<file path="src/rtl/simd_mul_pkg.sv">
package simd_mul_pkg;

   typedef enum logic [1:0] {
      MODE_B8  = 2'b00,
      MODE_H16 = 2'b01,
      MODE_W32 = 2'b10,
      MODE_RSV = 2'b11
   } mul_mode_e;

   function automatic int unsigned quad_width(input int unsigned lane_w);
      return 4 * lane_w;
   endfunction

endpackage

</file>
<file path="src/rtl/smul_cell.sv">
module smul_cell #(
   parameter int unsigned AW = 9,
   parameter int unsigned BW = 9
) (
   input  logic signed [AW-1:0]    a,
   input  logic signed [BW-1:0]    b,
   output logic signed [AW+BW-1:0] p
);
   generate
      if (AW < 2 || BW < 2) begin : g_bad_width
         $error("smul_cell: operand widths must be at least 2");
      end
   endgenerate

   assign p = a * b;
endmodule

</file>
<file path="src/rtl/byte_quad_mul.sv">
module byte_quad_mul #(
   parameter int unsigned LW = 8
) (
   input  logic            joined,
   input  logic [4*LW-1:0] a,
   input  logic [4*LW-1:0] b,
   output logic [8*LW-1:0] lane_p,
   output logic [4*LW-1:0] joined_p
);
   localparam int unsigned HW = 2 * LW;
   localparam int unsigned QW = 4 * LW;
   localparam int unsigned CW = 2 * LW + 2;

   logic [CW-1:0] cell_p [4];
   logic [QW-1:0] ext_p  [4];

   // Lane mode: cell k multiplies signed byte k of A and B.
   // Joined mode: cells form the unsigned low-half product of A and B,
   // cell k using A byte k/2 and B byte k%2.
   for (genvar k = 0; k < 4; k++) begin : g_cell
      localparam int unsigned AI = k / 2;
      localparam int unsigned BI = k % 2;
      logic [LW:0] ax, bx;

      assign ax = joined ? {1'b0, a[LW*AI +: LW]} : {a[LW*k+LW-1], a[LW*k +: LW]};
      assign bx = joined ? {1'b0, b[LW*BI +: LW]} : {b[LW*k+LW-1], b[LW*k +: LW]};

      smul_cell #(.AW(LW+1), .BW(LW+1)) i_cell (
         .a ($signed(ax)),
         .b ($signed(bx)),
         .p (cell_p[k])
      );

      assign lane_p[HW*k +: HW] = cell_p[k][HW-1:0];
      assign ext_p[k] = {{(QW-CW){cell_p[k][CW-1]}}, cell_p[k]};
   end

   assign joined_p = ext_p[0]
                   + ((ext_p[1] + ext_p[2]) << LW)
                   + (ext_p[3] << HW);
endmodule

</file>
<file path="src/rtl/simd_mul_unit.sv">
module simd_mul_unit
   import simd_mul_pkg::*;
#(
   parameter int unsigned LANE_W = 8
) (
   input  logic                    clk,
   input  logic                    rst_n,
   input  logic                    start,
   input  logic [1:0]              mode,
   input  logic [4*LANE_W-1:0]     op_a,
   input  logic [4*LANE_W-1:0]     op_b,
   output logic                    done,
   output logic [4*LANE_W-1:0]     res_lo,
   output logic [4*LANE_W-1:0]     res_hi
);
   localparam int unsigned HW = 2 * LANE_W;
   localparam int unsigned W  = quad_width(LANE_W);
   localparam int unsigned DW = 2 * W;
   localparam int unsigned MW = 2 * HW + 2;

   generate
      if (LANE_W < 2) begin : g_bad_lane
         $error("simd_mul_unit: LANE_W must be at least 2");
      end
   endgenerate

   mul_mode_e mode_s;
   logic      wide_sel;
   assign mode_s   = mul_mode_e'(mode);
   assign wide_sel = (mode_s == MODE_W32);

   // Byte group: four lanes, or joined unsigned low x low.
   logic [DW-1:0] lane_p;
   logic [W-1:0]  ll_p;

   byte_quad_mul #(.LW(LANE_W)) i_byte_quad (
      .joined   (wide_sel),
      .a        (op_a),
      .b        (op_b),
      .lane_p   (lane_p),
      .joined_p (ll_p)
   );

   // Halfword pair: signed lanes, or the two cross terms of the wide product.
   logic [MW-1:0] half_p [2];

   for (genvar h = 0; h < 2; h++) begin : g_half
      localparam int unsigned BSEL = 1 - h;
      logic [HW-1:0] a_half, b_half;
      logic          a_sgn, b_sgn;
      logic [HW:0]   ax, bx;

      assign a_half = op_a[HW*h +: HW];
      assign b_half = wide_sel ? op_b[HW*BSEL +: HW] : op_b[HW*h +: HW];
      assign a_sgn  = !(wide_sel && h == 0);
      assign b_sgn  = !(wide_sel && h == 1);
      assign ax     = {a_sgn & a_half[HW-1], a_half};
      assign bx     = {b_sgn & b_half[HW-1], b_half};

      smul_cell #(.AW(HW+1), .BW(HW+1)) i_half (
         .a ($signed(ax)),
         .b ($signed(bx)),
         .p (half_p[h])
      );
   end

   // Extra multiplier: signed high x high.
   logic [MW-1:0] hh_p;
   smul_cell #(.AW(HW+1), .BW(HW+1)) i_high (
      .a ($signed({op_a[W-1], op_a[W-1:HW]})),
      .b ($signed({op_b[W-1], op_b[W-1:HW]})),
      .p (hh_p)
   );

   logic [DW-1:0] pack8, pack16;
   assign pack8  = lane_p;
   assign pack16 = {half_p[1][W-1:0], half_p[0][W-1:0]};

   // Stage-one registers for the wide product.
   logic [W-1:0]  ll_q;
   logic [MW-1:0] m0_q, m1_q, hh_q;
   logic          busy;
   logic [DW-1:0] res_q;
   logic          done_q;
   logic [DW-1:0] wide_sum;

   // shifts of 0, HW and W bits feeding one adder.
   assign wide_sum = {{W{1'b0}}, ll_q}
                   + ({{(DW-MW){m0_q[MW-1]}}, m0_q} << HW)
                   + ({{(DW-MW){m1_q[MW-1]}}, m1_q} << HW)
                   + ({{(DW-MW){hh_q[MW-1]}}, hh_q} << W);

   always_ff @(posedge clk or negedge rst_n) begin
      if (!rst_n) begin
         busy   <= 1'b0;
         done_q <= 1'b0;
         res_q  <= '0;
         ll_q   <= '0;
         m0_q   <= '0;
         m1_q   <= '0;
         hh_q   <= '0;
      end else begin
         done_q <= 1'b0;
         if (busy) begin
            res_q  <= wide_sum;
            done_q <= 1'b1;
            busy   <= 1'b0;
         end else if (start) begin
            unique case (mode_s)
               MODE_B8: begin
                  res_q  <= pack8;
                  done_q <= 1'b1;
               end
               MODE_H16: begin
                  res_q  <= pack16;
                  done_q <= 1'b1;
               end
               MODE_W32: begin
                  ll_q <= ll_p;
                  m0_q <= half_p[0];
                  m1_q <= half_p[1];
                  hh_q <= hh_p;
                  busy <= 1'b1;
               end
               default: begin
                  res_q  <= '0;
                  done_q <= 1'b1;
               end
            endcase
         end
      end
   end

   assign done   = done_q;
   assign res_lo = res_q[W-1:0];
   assign res_hi = res_q[DW-1:W];

   assert_simd_latency_R5: assert property (@(posedge clk) disable iff (!rst_n)
      (start && !busy && !wide_sel) |=> (done && !busy));

   assert_wide_first_R6: assert property (@(posedge clk) disable iff (!rst_n)
      (start && !busy && wide_sel) |=> (busy && !done));

   assert_wide_second_R6: assert property (@(posedge clk) disable iff (!rst_n)
      busy |=> (done && !busy));

   assert_reserved_zero_R4: assert property (@(posedge clk) disable iff (!rst_n)
      (start && !busy && mode_s == MODE_RSV) |=> (res_lo == '0 && res_hi == '0));

   assert_hold_R7: assert property (@(posedge clk) disable iff (!rst_n)
      !done |-> $stable({res_hi, res_lo}));

   assert_ignore_R8: assert property (@(posedge clk) disable iff (!rst_n)
      (busy && start) |=> (done && !busy));

endmodule

</file>
<file path="config.mk">
export PLATFORM = sky130hd
export DESIGN_NAME = simd_mul_unit
export DESIGN_NICKNAME = d
export VERILOG_FILES = /design/src/rtl/simd_mul_pkg.sv /design/src/rtl/smul_cell.sv /design/src/rtl/byte_quad_mul.sv /design/src/rtl/simd_mul_unit.sv
export SDC_FILE = /design/constraint.sdc
export NUM_CORES = 2
export LEC_CHECK = 0
export BUFFER_PORTS_ARGS = -buffer_cell sky130_fd_sc_hd__buf_2
export CAP_MARGIN = 40
export CORE_ASPECT_RATIO = 1.5
export CORE_MARGIN = 5
export CORE_UTILIZATION = 55
export DETAILED_ROUTE_END_ITERATION = 6
export PLACE_DENSITY = 0.77
export SLEW_MARGIN = 20
export SYNTH_ARGS = -nofsm -noshare
export SYNTH_HDL_FRONTEND = slang
export SYNTH_HIERARCHICAL = 1
export SYNTH_SLANG_ARGS = --single-unit
export TNS_END_PERCENT = 30
</file>
<file path="constraint.sdc">
create_clock -name clk -period 11.3 [get_ports clk]
set_input_delay 1.695 -clock clk [delete_from_list [all_inputs] [get_ports clk]]
set_output_delay 1.695 -clock clk [all_outputs]
set_load 0.01 [all_outputs]
</file>
==> flow_metrics.py <==
metrics = {
    "status": {
        "status": "complete, no violations",
    },
    "clock_network": {
        "cts_sinks": 198,
        "cts-hold-fix-buffers": 0,
        "postCtsSetupRepairBufs": 0,
        "root_buffer": "clkbuf_16",
        "cts_tree": "done",
        "insertion_delay_ns": 0.51,
        "clockBufferDepth": 2,
        "h-tree-depth": 4,
        "cts.clk_slew.worst_paths_ns": 0.08,
        "cts_buffers": 17,
        "post_cts_resized": 0,
    },
    "setup_path": {
        "cpMostUsedCell": "fa_1",
        "cp-end-kind": "flop",
        "path_max_fanout": 21,
        "worst_path_largest_cell_delay_ns": 0.54,
        "slowest_stage": "fa_1",
        "crit-reg2reg-launch": "ll_q[17]",
        "crit_start": "mode[0]",
        "rrSetupSlack_ns": 4.89,
        "crit_arrival_ns": 10.95,
        "rr_endpoint": "res_q[57]",
        "start_kind": "input port",
        "cp_data_required_time_ns": 11.70,
        "crit_end": "ll_q[31]",
        "ff2ff_path_depth": 23,
        "crit_type": "in -> reg",
    },
    "floorplanning": {
        "die_x_um": 280.0,
        "initial_utilization_pct": 55.41,
        "fp.coreArea_mm2": 0.1085,
        "die_area_mm2": 0.1162,
        "dieHeight_um": 415.0,
        "num_rows": 148,
        "io_pins": 134,
    },
    "grt": {
        "first_global_vias": 52010,
        "grt_pass1_wl_mm": 296.9,
        "grt_max_degree": 141,
        "overflow": 0,
        "gr-usage-all-layers_pct": 33.70,
        "antenna_found_initial": 17,
    },
    "logic_synthesis": {
        "yosysWarnings": 6,
        "synth.avg_cell_area_um2": 9.343,
        "syn_area_mm2": 0.06013,
        "synthCells": 6436,
        "synthesis.nets": 8227,
    },
    "placement": {
        "io_buffers": 133,
        "finalWeightedCongestion": 1.018,
        "dp_hpwl_mm": 159.0,
    },
    "run": {
        "maxCapViolations": 0,
    },
    "timing": {
        "tightest_slew_ns": 0.9546,
        "relSlewSlack_pct": 36.14,
        "fin_setup_tns_ns": 0,
        "finClkSkew_ns": 0.01922,
        "setup_viol": 0,
        "layout_worst_path_cycle_share_pct": 93.35,
        "max_freq_mhz": 94.80,
        "hold_violations": 0,
        "drv_slew": 0,
        "fin_crit_ns": 10.55,
        "rsz0062_at_grt": "no",
    },
    "cells_and_area": {
        "drive_gt1_share_pct": 9.255,
        "fillCellCount": 9375,
        "area_growth_syn_to_layout_pct": 5.416,
        "layout.nets": 8272,
    },
    "drt": {
        "drc_errors": 0,
        "ant_nets": 0,
        "drtPass1Iterations": 7,
        "wl_per_cell_um": 24.27,
        "num_vias": 47100,
        "drt_iter0_drc": 3144,
        "avgViaCountPerCell": 5.937,
        "drt_wl_total_mm": 192.5,
    },
    "min_path": {
        "min_path_type": "reg -> reg",
    },
}
-- through the flow --
stage / hold slack, ns / utilization [%] / worst slack, ns / area, um2 / std cells
after floorplan: 0.4849 / - / 0.6413 / 60130 / 6436
after global placement: 0.4932 / 57.56 / 0.4075 / 62460 / 7865
after detailed placement: 0.5034 / 57.71 / 0.3265 / 62630 / 7881
after CTS: 0.5227 / 58.28 / 0.8542 / 63250 / 7913
after global routing: 0.5380 / 58.38 / 0.4109 / 63360 / 7921
final: 0.5175 / 58.41 / 0.7518 / 63390 / 7933
-- worst min path at each step --
stage              from        to  slack, ns  cells past startpoint
2_1_floorplan  m1_q[16]  m1_q[16]       0.48                      1
3_3_place_gp   m1_q[17]  m1_q[17]       0.49                      1
3_5_place_dp   m1_q[18]  m1_q[18]       0.50                      1
4_1_cts        m1_q[18]  m1_q[18]       0.52                      1
5_1_grt        m1_q[29]  m1_q[29]       0.54                      1
6_report       m1_q[23]  m1_q[23]       0.52                      1
-- layout by cell type, fill, tap and decap left out, types with 14 or more instances in the layout --
cell / instances
or3_1: 19
o21bai_1: 21
inv_1: 1291
nor2b_1: 50
a221oi_1: 64
nor3_1: 27
nand2b_1: 51
o21ai_1: 18
nand4_1: 21
a31oi_1: 16
clkbuf_16: 17
buf_2: 133
o21ai_0: 145
buf_4: 108
nand3_1: 39
ha_1: 542
xor2_1: 70
o21a_1: 35
o211ai_1: 16
nand2_1: 658
diode_2: 14
and2_1: 578
dfrtp_1: 197
mux2_2: 229
a21o_1: 93
fa_1: 1180
a211oi_1: 25
nor2_1: 179
a21oi_1: 255
xnor2_1: 183
-- critical path: cells and delay by family --
kind,cells,cell delay [ns]
adders and majority gates,9,3.83
muxes,2,0.73
and+or+nand+nor,6,1.37
AOI/OAI and AO/OA,10,1.77
buffers and inverters,5,0.76
xor gates and xnor gates,4,0.74
-- metal layers --
| layer | track usage [%] | wire length [um] |
|---|---|---|
| met3 | 5.900 | 13140 |
| met4 | 28.52 | 21520 |
| met2 | 57.57 | 94100 |
| met5 | 0 | 89 |
| met1 | 35.91 | 63670 |
-- state kept, by name (all words and copies together) (netlist names) --
name	flops
res_q	64
m0_q	34
m1_q	34
hh_q	32
ll_q	32
busy	1
done	1
-- cell type report --
cell class              count  area, um2  share of cell area (%)
multi-input cells        4720      49450                   78.02
inverters                1292       4850                   7.651
well taps                1425       1783                   2.813
clock inverters            14      178.9                  0.2823
diodes                     14      35.03                 0.05527
clock buffers              18      439.2                  0.6929
repair buffers            252       1690                   2.667
flip-flops and latches    198       4959                   7.823
Power is not shown: default switching activity piles up to over one toggle a cycle in this logic, so the estimate is an artifact.
